### src/rtl/dmareq_pkg.sv
package dmareq_pkg;

    localparam int CTL_W    = 32;
    localparam int STAT_LSB = 16;

    typedef struct packed {
        logic req;
        logic ack_seen;
        logic done_prev;
    } lane_state_t;

endpackage

### src/rtl/dmareq_lane.sv
module dmareq_lane
    import dmareq_pkg::*;
(
    input  logic clk_i,
    input  logic rst_ni,
    input  logic en_i,
    input  logic pulsed_i,
    input  logic done_i,
    input  logic ack_i,
    output logic req_o,
    output logic event_o
);

    lane_state_t s_d, s_q;
    logic        rise;

    always_comb begin
        s_d           = s_q;
        rise          = done_i & ~s_q.done_prev;
        s_d.done_prev = done_i;
        if (!en_i) begin
            s_d.req      = 1'b0;
            s_d.ack_seen = 1'b0;
        end else if (rise) begin
            s_d.req      = 1'b1;
            s_d.ack_seen = 1'b0;
        end else if (s_q.req) begin
            if (pulsed_i) begin
                if (ack_i) begin
                    s_d.req = 1'b0;
                end
            end else if ((ack_i || s_q.ack_seen) && !done_i) begin
                s_d.req      = 1'b0;
                s_d.ack_seen = 1'b0;
            end else if (ack_i) begin
                s_d.ack_seen = 1'b1;
            end
        end
    end

    always_ff @(posedge clk_i or negedge rst_ni) begin
        if (!rst_ni) begin
            s_q <= '0;
        end else begin
            s_q <= s_d;
        end
    end

    assign req_o   = s_q.req;
    assign event_o = rise & en_i;

    a_r7_disable_drops: assert property (@(posedge clk_i) disable iff (!rst_ni)
        !en_i |=> !req_o);

    a_r3_edge_raises: assert property (@(posedge clk_i) disable iff (!rst_ni)
        (en_i && done_i && !s_q.done_prev) |=> req_o);

    a_r5_pulsed_ack_clears: assert property (@(posedge clk_i) disable iff (!rst_ni)
        (en_i && pulsed_i && req_o && ack_i && !(done_i && !s_q.done_prev)) |=> !req_o);

    a_r4_latched_hold: assert property (@(posedge clk_i) disable iff (!rst_ni)
        (en_i && !pulsed_i && req_o && done_i) |=> req_o);

    a_r6_collision_keeps: assert property (@(posedge clk_i) disable iff (!rst_ni)
        (en_i && req_o && ack_i && done_i && !s_q.done_prev) |=> req_o);

endmodule

### src/rtl/dmareq_ctl.sv
module dmareq_ctl
    import dmareq_pkg::*;
#(
    parameter int NUM_GROUPS = 8
) (
    input  logic                  clk_i,
    input  logic                  rst_ni,
    input  logic                  wr_i,
    input  logic [CTL_W-1:0]      wdata_i,
    input  logic [NUM_GROUPS-1:0] set_i,
    output logic [NUM_GROUPS-1:0] en_o,
    output logic [CTL_W-1:0]      rdata_o
);

    localparam logic [CTL_W-1:0] EN_MASK   = CTL_W'((64'd1 << NUM_GROUPS) - 1);
    localparam logic [CTL_W-1:0] STAT_MASK = EN_MASK << STAT_LSB;

    typedef struct packed {
        logic [NUM_GROUPS-1:0] en;
        logic [NUM_GROUPS-1:0] stat;
    } ctl_state_t;

    ctl_state_t c_d, c_q;
    logic [NUM_GROUPS-1:0] w1c;
    logic unused_wdata;

    always_comb begin
        c_d = c_q;
        w1c = wr_i ? wdata_i[STAT_LSB +: NUM_GROUPS] : '0;
        if (wr_i) begin
            c_d.en = wdata_i[NUM_GROUPS-1:0];
        end
        c_d.stat = (c_q.stat & ~w1c) | set_i;
    end

    always_ff @(posedge clk_i or negedge rst_ni) begin
        if (!rst_ni) begin
            c_q <= '0;
        end else begin
            c_q <= c_d;
        end
    end

    assign en_o         = c_q.en;
    assign rdata_o      = (CTL_W'(c_q.en) & EN_MASK) | ((CTL_W'(c_q.stat) << STAT_LSB) & STAT_MASK);
    assign unused_wdata = ^(wdata_i & ~(EN_MASK | STAT_MASK));

    a_r2_enable_load: assert property (@(posedge clk_i) disable iff (!rst_ni)
        wr_i |=> (en_o == $past(wdata_i[NUM_GROUPS-1:0])));

    for (genvar g = 0; g < NUM_GROUPS; g++) begin : g_stat_chk
        a_r8_zero_keeps: assert property (@(posedge clk_i) disable iff (!rst_ni)
            (wr_i && !wdata_i[STAT_LSB+g] && c_q.stat[g]) |=> c_q.stat[g]);
    end

endmodule

### src/rtl/trig_dma_req_gen.sv
module trig_dma_req_gen
    import dmareq_pkg::*;
#(
    parameter int NUM_GROUPS  = 8,
    parameter int NUM_HW_ONLY = 2
) (
    input  logic                   clk_i,
    input  logic                   rst_ni,
    input  logic                   pulsed_mode_i,
    input  logic [NUM_GROUPS-1:0]  chain_done_i,
    input  logic [NUM_HW_ONLY-1:0] hw_only_done_i,
    input  logic [NUM_GROUPS-1:0]  dma_ack_i,
    input  logic                   ctl_wr_i,
    input  logic [CTL_W-1:0]       ctl_wdata_i,
    output logic [CTL_W-1:0]       ctl_rdata_o,
    output logic [NUM_GROUPS-1:0]  dma_req_o
);

    logic [NUM_GROUPS-1:0] en;
    logic [NUM_GROUPS-1:0] evt;
    logic                  unused_hw_only;

    initial begin
        if (NUM_GROUPS > STAT_LSB) $error("NUM_GROUPS exceeds status field offset");
    end

    dmareq_ctl #(.NUM_GROUPS(NUM_GROUPS)) u_ctl (
        .clk_i   (clk_i),
        .rst_ni  (rst_ni),
        .wr_i    (ctl_wr_i),
        .wdata_i (ctl_wdata_i),
        .set_i   (evt),
        .en_o    (en),
        .rdata_o (ctl_rdata_o)
    );

    for (genvar g = 0; g < NUM_GROUPS; g++) begin : g_lane
        dmareq_lane u_lane (
            .clk_i    (clk_i),
            .rst_ni   (rst_ni),
            .en_i     (en[g]),
            .pulsed_i (pulsed_mode_i),
            .done_i   (chain_done_i[g]),
            .ack_i    (dma_ack_i[g]),
            .req_o    (dma_req_o[g]),
            .event_o  (evt[g])
        );
    end

    // hardware-only sources have no request path
    assign unused_hw_only = ^hw_only_done_i;

endmodule

### config.mk
export PLATFORM = sky130hd
export DESIGN_NAME = trig_dma_req_gen
export DESIGN_NICKNAME = d
export VERILOG_FILES = /design/src/rtl/dmareq_pkg.sv /design/src/rtl/dmareq_lane.sv /design/src/rtl/dmareq_ctl.sv /design/src/rtl/trig_dma_req_gen.sv
export SDC_FILE = /design/constraint.sdc
export NUM_CORES = 1
export LEC_CHECK = 0
export BUFFER_PORTS_ARGS = -buffer_cell sky130_fd_sc_hd__buf_2
export CAP_MARGIN = 40
export CORE_ASPECT_RATIO = 0.9
export CORE_MARGIN = 5
export CORE_UTILIZATION = 50
export CTS_CLUSTER_SIZE = 16
export DETAILED_ROUTE_END_ITERATION = 10
export PLACE_DENSITY_LB_ADDON = 0.1
export SETUP_SLACK_MARGIN = 0.1
export SLEW_MARGIN = 20
export SYNTH_ARGS = -nofsm -noshare
export SYNTH_HDL_FRONTEND = slang
export SYNTH_SLANG_ARGS = --single-unit
### constraint.sdc
create_clock -name clk_i -period 2.3 [get_ports clk_i]
set_clock_uncertainty 0.05 [all_clocks]
set_input_delay 0.345 -clock clk_i [delete_from_list [all_inputs] [get_ports clk_i]]
set_output_delay 0.345 -clock clk_i [all_outputs]
set_load 0.01 [all_outputs]
Word level (Yosys, flattened, before mapping)

Index checks and enable logic that the tools add are counted.

Flip-flop bits (word level): 40
Input port bits: 54

Bitwise logic cells: 28
Mux-type cells: 73
Equality and inequality tests: 24
Reductions and logical operators: 32

Operator list:

| operator                                                         | number |
|---|---|
| 1-bit two-way mux                                                | 48 |
| 2-bit two-way mux                                                | 24 |
| 4-bit by 2-bit != test with 1-bit output (second input constant) | 8 |
| 3-bit by 1-bit != test with 1-bit output (second input constant) | 8 |
| 3-bit by 2-bit != test with 1-bit output (second input constant) | 8 |
| 8-bit by 24-bit bitwise OR with 24-bit output                    | 1 |
| 3-bit AND reduction                                              | 8 |
| 1-bit bitwise AND                                                | 16 |
| 8-bit bitwise AND                                                | 1 |
| 1-bit logical AND                                                | 8 |
| 1-bit logical NOT                                                | 8 |
| 1-bit logical OR                                                 | 8 |
| 8-bit two-way mux                                                | 1 |
| 1-bit NOT                                                        | 8 |
| 8-bit NOT                                                        | 1 |
| 8-bit bitwise OR                                                 | 1 |

Longest topological paths before layout

Gate-level depths: netlist of the first run.

Depth in word-level cells: 7
Depth in mapped cells: 5
Gate-level depth less buffers: 3

Modules after synthesis

Synthesis of the first run repeated with hierarchy kept, for this count alone.

Cell total of the unflattened synthesis: 179
Area, all modules: 2,039.5 µm²

Modules (own cells, without submodules):

| module      | instances | cells an instance | sequential area each (µm²) | area an instance (µm²) |
|---|---|---|---|---|
| dmareq_lane | 8         | 14                | 75.1                       | 155.1 |
| dmareq_ctl  | 1         | 67                | 400.4                      | 798.3 |

Least setup slack after synthesis of the first run

Ideal clock, no wire load.

Kind: input to register
From: input ctl_wr_i
To: register u_ctl.c_q (netlist bit u_ctl.en_o[0])
Cell stages on the path: 3
Setup slack: 1.213 ns
Data arrival time: 0.912 ns
Library setup time: 0.125 ns
Cell sequence: buf_4 -> buf_6 -> mux2_2

RTL lines:

| element                | line                   | source |
|---|---|---|
| start: declaration     | trig_dma_req_gen.sv:13 | `input logic ctl_wr_i,` |
| end signal: assignment | dmareq_ctl.sv:38       | `c_q <= '0;` |
| end signal: assignment | dmareq_ctl.sv:40       | `c_q <= c_d;` |
| end: declaration       | dmareq_ctl.sv:23       | `ctl_state_t c_d, c_q;` |

No word-level cell between the ends.

Worst setup path in the final report of the first run

From: register u_ctl.c_q (netlist bit u_ctl.en_o[3])
To: output ctl_rdata_o[3]

Longest elaborated chain between the ends: 1

RTL lines:

| element                                       | line                   | source |
|---|---|---|
| 8-bit by 24-bit bitwise OR with 24-bit output | dmareq_ctl.sv:45       | `assign rdata_o = (CTL_W'(c_q.en) & EN_MASK) \| ((CTL_W'(c_q.stat) << STAT_LSB) & STAT_MASK);` |
| end: declaration                              | trig_dma_req_gen.sv:15 | `output logic [CTL_W-1:0] ctl_rdata_o,` |

No other way between the ends.

==> metrics.csv, run 1 <==
metric,value,unit
run_status,"finished, final reports clean",
period_needed,1280,ps
endpoint_kind,output pin,
antenna_cells_inserted,0,
drt.antenna.violating_nets,0,
leakage,1.12,nW
synth-seq-cells,40,
drt_drc_violations_left,0,
timing.final.setup_violations,0,
part_of_the_yosys_area_used_for_sequential_elements,0.488,
floorplan.core_area,0.00402,mm^2
clkSlewWorstSetupHoldPaths,70,ps
worstReg2RegStart,g_lane[3].u_lane.req_o,
rsz0062_at_grt,no,
drtIter0Drc,72,
clk-insertion-delay-late,280,ps
syn_area_per_cell,11.2,um^2
powerDensity,655,mW/mm^2
synth_warnings,0,
worstSetupEndpoint,ctl_rdata_o[3],
worstPathMaxFanout,6,
drt_wl_total,4.08,mm
cts_max_level,2,
critical-path-top-delay-family,flip-flops,
io_buffer_count,59,
critical_path_required_time,1900,ps
max_clock_freq,0.783,GHz
postCtsResizedCells,0,
timing.final.hold_violations,0,
period_share,0.555,
arrival,880,ps
cap_violations,0,
synthDistinctLibCells,27,
timing.reg2reg.worst_path_depth,3,
sink_count,40,
fill_cells,352,
overflow,0,
synthCells,184,
area_growth,12.7,%
grt_max_degree,23,
vdd.ir_drop.worst,0.000321,V
layout.core_utilization,0.576,
worst_setup_path_startpoint,u_ctl.en_o[3],
netlist_area,0.00205,mm^2
setup_total_negative_slack,0,ps
final_layout_size_suffix_gt1_frac,0.384,
grt_pass1_vias,1526,
grt_pass1_wl,6.94,mm
yosys-top-cells-area,"sky130_fd_sc_hd__dfrtp_1, sky130_fd_sc_hd__buf_4, sky130_fd_sc_hd__mux2_2",
timing.critical_path.from_type,register,
io-pin-count,94,
antenna_found_initial,0,
post-place-cells,271,
most_common_cell_after_layout_fill_and_taps_aside,sky130_fd_sc_hd__buf_2,
final-max-slew-violation-count,0,
finalWeightedCongestion,0.747,
drt_first_pass_iters,4,
cp.buffers_inverters,1,
num-nets-final,285,
timing.critical_path.slowest_cell_delay,430,ps
path_cells,buf_2,
worstReg2RegEnd,g_lane[3].u_lane.s_q[1],
cts-buffers-inserted,5,
die_h,70.8,um
detailed_place_hpwl,3.17,mm
asyncSetResetFlopFracSynth,1.00,
cpMaxStageDelayCell,sky130_fd_sc_hd__dfrtp_1,
synth_top_cell_area_share,0.488,
route.detailed.wl_per_inst,14.6,um
synth_largest_area_cell,sky130_fd_sc_hd__dfrtp_1,
hold_path.class,in2reg,
cts-root-to-sink-buffers,2,
setup.worst_path.class,reg2out,
layout.cells.most_common_list,"sky130_fd_sc_hd__buf_2, sky130_fd_sc_hd__dfrtp_1, sky130_fd_sc_hd__nand2_1",
vias_per_cell,5.31,
reg2reg_slack,1250,ps
layout.cells.non_filler,280,
power_consumption,1.52,mW
via_count,1487,
row_count,22,
place_ws,949,ps
worst-path-stages,1,
initial_utilization,0.511,
cts_tree,built,
die_area,0.00549,mm^2
fin_ws,1020,ps
synth_enable_flop_cells,0,
cts_root_buffer,sky130_fd_sc_hd__clkbuf_8,
overall_die_width,77.5,um
groute.usage.overall,0.157,
postSynth.topFlopCell,sky130_fd_sc_hd__dfrtp_1,
==> synthesized netlist by cell type, types with 5 or more instances <==
master	count
sky130_fd_sc_hd__nand3_1	5
sky130_fd_sc_hd__buf_4	34
sky130_fd_sc_hd__nor2b_1	6
sky130_fd_sc_hd__dfrtp_1	40
sky130_fd_sc_hd__nand2b_1	5
sky130_fd_sc_hd__nand2_1	19
sky130_fd_sc_hd__o21a_1	6
sky130_fd_sc_hd__o21ai_0	6
sky130_fd_sc_hd__nor3b_1	10
sky130_fd_sc_hd__mux2_2	8
==> timing repair <==
item                      CTS  global route
hold buffers                1             0
setup buffers               0             0
hold endpoints to repair   18             0
==> worst min-delay path by stage <==
| stage | startpoint | end | cells past startpoint |
|---|---|---|---|
| floorplan | rst_ni | g_lane[0].u_lane.req_o | 0 |
| global placement | u_ctl.c_q[2] | u_ctl.c_q[2] | 2 |
| detailed placement | rst_ni | g_lane[4].u_lane.s_q[1] | 1 |
| CTS | chain_done_i[3] | g_lane[3].u_lane.s_q[0] | 1 |
| global route | chain_done_i[3] | g_lane[3].u_lane.s_q[0] | 1 |
| finish | chain_done_i[7] | g_lane[7].u_lane.s_q[0] | 1 |
==> per-stage QoR <==
step | hold slack [ps] | area [um^2]
2_1_floorplan | -0.591 | 2110
3_3_place_gp | 413 | 2190
3_5_place_dp | 279 | 2210
4_1_cts | 144 | 2310
5_1_grt | 140 | 2310
6_report | 155 | 2310
==> area by class of cell <==
| type | count | area [um^2] | share of cell area |
|---|---|---|---|
| multi-input cells | 119 | 813 | 0.351 |
| clock buffers | 8 | 90.1 | 0.0389 |
| flip-flops and latches | 40 | 1000 | 0.432 |
| well taps | 48 | 60.1 | 0.0259 |
| inverters | 4 | 17.5 | 0.00757 |
| repair buffers | 61 | 333 | 0.144 |
==> cells by family after synthesis <==
family | share of synthesized area
AOI/OAI and AO/OA | 0.174
and+or+nand+nor | 0.149
DFF | 0.488
buffers and inverters | 0.144
other | 0.00183
muxes | 0.0439
==> report_power, final <==
part	leakage (nW)	total (mW)	switching, mW	internal [mW]
logic	0.569	0.241	0.129	0.113
registers	0.504	0.802	0.0451	0.757
clock network	0.0455	0.473	0.228	0.245
total	1.12	1.52	0.402	1.11
==> state kept, by name, summed over array words and instances (netlist names) <==
| name | flops |
|---|---|
| g_lane.u_lane.req_o | 8 |
| u_ctl.en_o | 8 |
| u_ctl.c_q | 8 |
| g_lane.u_lane.s_q | 16 |
==> layer usage <==
layer,vias to the layer above,GRT usage,share of wire
met4,0,0.0725,0.015
li1,691,-,-
met2,58,0.269,0.50
met5,-,0,0
met1,730,0.183,0.41
met3,8,0.0433,0.079
Power figures use the tool's default switching activity.
==> run 2: changes to the inputs <==
--- a/config.mk
+++ b/config.mk
@@ -9,7 +9,7 @@
 export CAP_MARGIN = 40
 export CORE_ASPECT_RATIO = 0.9
 export CORE_MARGIN = 5
-export CORE_UTILIZATION = 50
+export CORE_UTILIZATION = 47
 export CTS_CLUSTER_SIZE = 16
 export DETAILED_ROUTE_END_ITERATION = 10
 export PLACE_DENSITY_LB_ADDON = 0.1
==> constraint.sdc (replaced) <==
create_clock -name clk_i -period 1.2 [get_ports clk_i]
set_clock_uncertainty 0.05 [all_clocks]
set_input_delay 0.18 -clock clk_i [delete_from_list [all_inputs] [get_ports clk_i]]
set_output_delay 0.18 -clock clk_i [all_outputs]
set_load 0.01 [all_outputs]
==> metrics.csv, run 2 (synthesized netlist as in run 1, its figures left out) <==
metric,value,unit,change
cts-root-to-sink-buffers,2,,unchanged
hold_slack,47.0,ps,-108 ps
layout.core_utilization,0.610,,+0.0342
cts-buffers-inserted,5,,unchanged
critical-path-top-delay-family,flip-flops,,
sink_count,40,,unchanged
power.sequential.fraction,0.507,,-0.022
run_status,"finished, final reports clean",,
area_growth,23.5,%,
fin_ws,104,ps,-919 ps
power_report.internal_total,2.21,mW,+98%
endpoint_kind,output pin,,
die_h,72.7,um,+2.7%
fin_area,0.00254,mm^2,+9.6%
antenna_cells_inserted,0,,unchanged
grt_max_degree,41,,+78%
drt_first_pass_iters,4,,unchanged
timing.final.setup_violations,0,,unchanged
rsz0062_at_grt,yes,,
fill_cells,358,,+1.7%
clkSlewWorstSetupHoldPaths,70,ps,about the same
registers.top_by_ff_count,g_lane.u_lane.s_q,,
via_count,1548,,+4.1%
max_clock_freq,0.913,GHz,
groute.usage.overall,0.165,,+0.00819
drt_wl_total,4.46,mm,+9.4%
power_frac_clock,0.303,,-0.009
power.share.switching,0.266,,+0.000656
row_count,22,,unchanged
vdd.ir_drop.worst,0.000782,V,+140%
worstReg2RegEnd,g_lane[5].u_lane.s_q[1],,
drtIter0Drc,67,,-6.9%
overall_die_width,79.7,um,+2.7%
num-nets-final,306,,+7.4%
timing.final.hold_violations,0,,unchanged
clk-insertion-delay-late,290,ps,about the same
route.detailed.wl_per_inst,14.2,um,-2.1%
grt_pass1_wl,7.46,mm,+7.4%
drt.antenna.violating_nets,0,,unchanged
setup.worst_path.class,reg2out,,
final-max-slew-violation-count,0,,unchanged
grt_pass1_vias,1732,,+13%
overflow,0,,unchanged
largest_register_ff_count,16,,unchanged
cpMaxStageDelayCell,sky130_fd_sc_hd__dfrtp_1,,
initial_utilization,0.494,,-0.0169
cts_tree,built,,
io-pin-count,94,,unchanged
cap_violations,0,,unchanged
arrival,870,ps,about the same
final_layout_size_suffix_gt1_frac,0.423,,+0.0393
layout.cells.most_common_list,"sky130_fd_sc_hd__buf_2, sky130_fd_sc_hd__dfrtp_1, sky130_fd_sc_hd__nand2_1",,
die_area,0.00579,mm^2,+5.5%
post-place-cells,284,,+4.8%
worstPathMaxFanout,4,,-2
timing.reg2reg.worst_path_depth,3,,unchanged
timing.critical_path.slowest_cell_delay,420,ps,about the same
cp.buffers_inverters,1,,unchanged
finalWeightedCongestion,0.754,,+0.94%
worst_hold_path_cell_count,2,,+1
hold_path_startpoint,dma_ack_i[7],,
detailed_place_hpwl,3.25,mm,+2.5%
vias_per_cell,4.95,,-6.9%
layout.cells.non_filler,313,,+12%
timing.critical_path.from_type,register,,
path_cells,buf_2,,
drt_drc_violations_left,0,,unchanged
period_share,0.913,,
cts_max_level,2,,unchanged
hold_path.class,in2reg,,
placed_cell_area,0.00224,mm^2,+1.2%
power_consumption,3.01,mW,+98%
worstReg2RegStart,g_lane[5].u_lane.req_o,,
leakage,1.23,nW,+9.7%
critical_path_required_time,970,ps,-930 ps
min_to,g_lane[7].u_lane.req_o,,
switchingPower,0.798,mW,+99%
cts_root_buffer,sky130_fd_sc_hd__clkbuf_8,,
powerDensity,1180,mW/mm^2,+81%
reg2reg_slack,170,ps,-1080 ps
most_common_cell_after_layout_fill_and_taps_aside,sky130_fd_sc_hd__buf_2,,
floorplan.core_area,0.00416,mm^2,+3.4%
io_buffer_count,59,,unchanged
period_needed,1100,ps,
antenna_found_initial,0,,unchanged
setup_total_negative_slack,0,ps,unchanged
place_ws,6.77,ps,-943 ps
combinational_power_share,0.189,,+0.030
-- run 2: worst max path at each step --
| stage | from | end | depth (start not counted) |
|---|---|---|---|
| 6_report | g_lane[1].u_lane.req_o | dma_req_o[1] | 1 |
| 5_1_grt | u_ctl.en_o[0] | ctl_rdata_o[0] | 1 |
| 4_1_cts | g_lane[1].u_lane.req_o | dma_req_o[1] | 1 |
| 3_5_place_dp | pulsed_mode_i | g_lane[3].u_lane.s_q[1] | 4 |
| 3_3_place_gp | pulsed_mode_i | g_lane[0].u_lane.s_q[1] | 4 |
| 2_1_floorplan | g_lane[4].u_lane.s_q[0] | g_lane[4].u_lane.s_q[1] | 3 |
-- run 2: layout make-up --
cell class / count / area, um^2 / area share
inverter: 4 / 17.5 / 0.00691
tap: 60 / 75.1 / 0.0296
timing repair buffer: 82 / 522 / 0.206
sequential: 40 / 1000 / 0.395
multi-input combinational: 119 / 831 / 0.328
clock buffer: 8 / 90.1 / 0.0355
-- run 2: power by group through the flow --
stage                     Combinational (mW)  Sequential [mW]  Clock, mW
after detailed placement               0.475             1.57          0
after global routing                   0.631             1.54       1.00
after floorplan                        0.329             1.57          0
after CTS                              0.553             1.52      0.943
final                                  0.569             1.52      0.911
after global placement                 0.460             1.56          0
-- run 2: what timing repair did --
item	CTS	global route
hold buffers	8	1
hold endpoints to repair	47	1
resized for setup	0	6
setup buffers	8	4
endpoints found under the setup margin	7	13
-- run 2: metal layers --
metal / wire (um) / share of wire / up-vias / global-route usage
met5: 0 / 0 / - / 0
met4: 93 / 0.021 / 0 / 0.0821
met3: 347 / 0.078 / 11 / 0.0457
met2: 2320 / 0.52 / 59 / 0.307
met1: 1700 / 0.38 / 748 / 0.170
li1: - / - / 730 / -
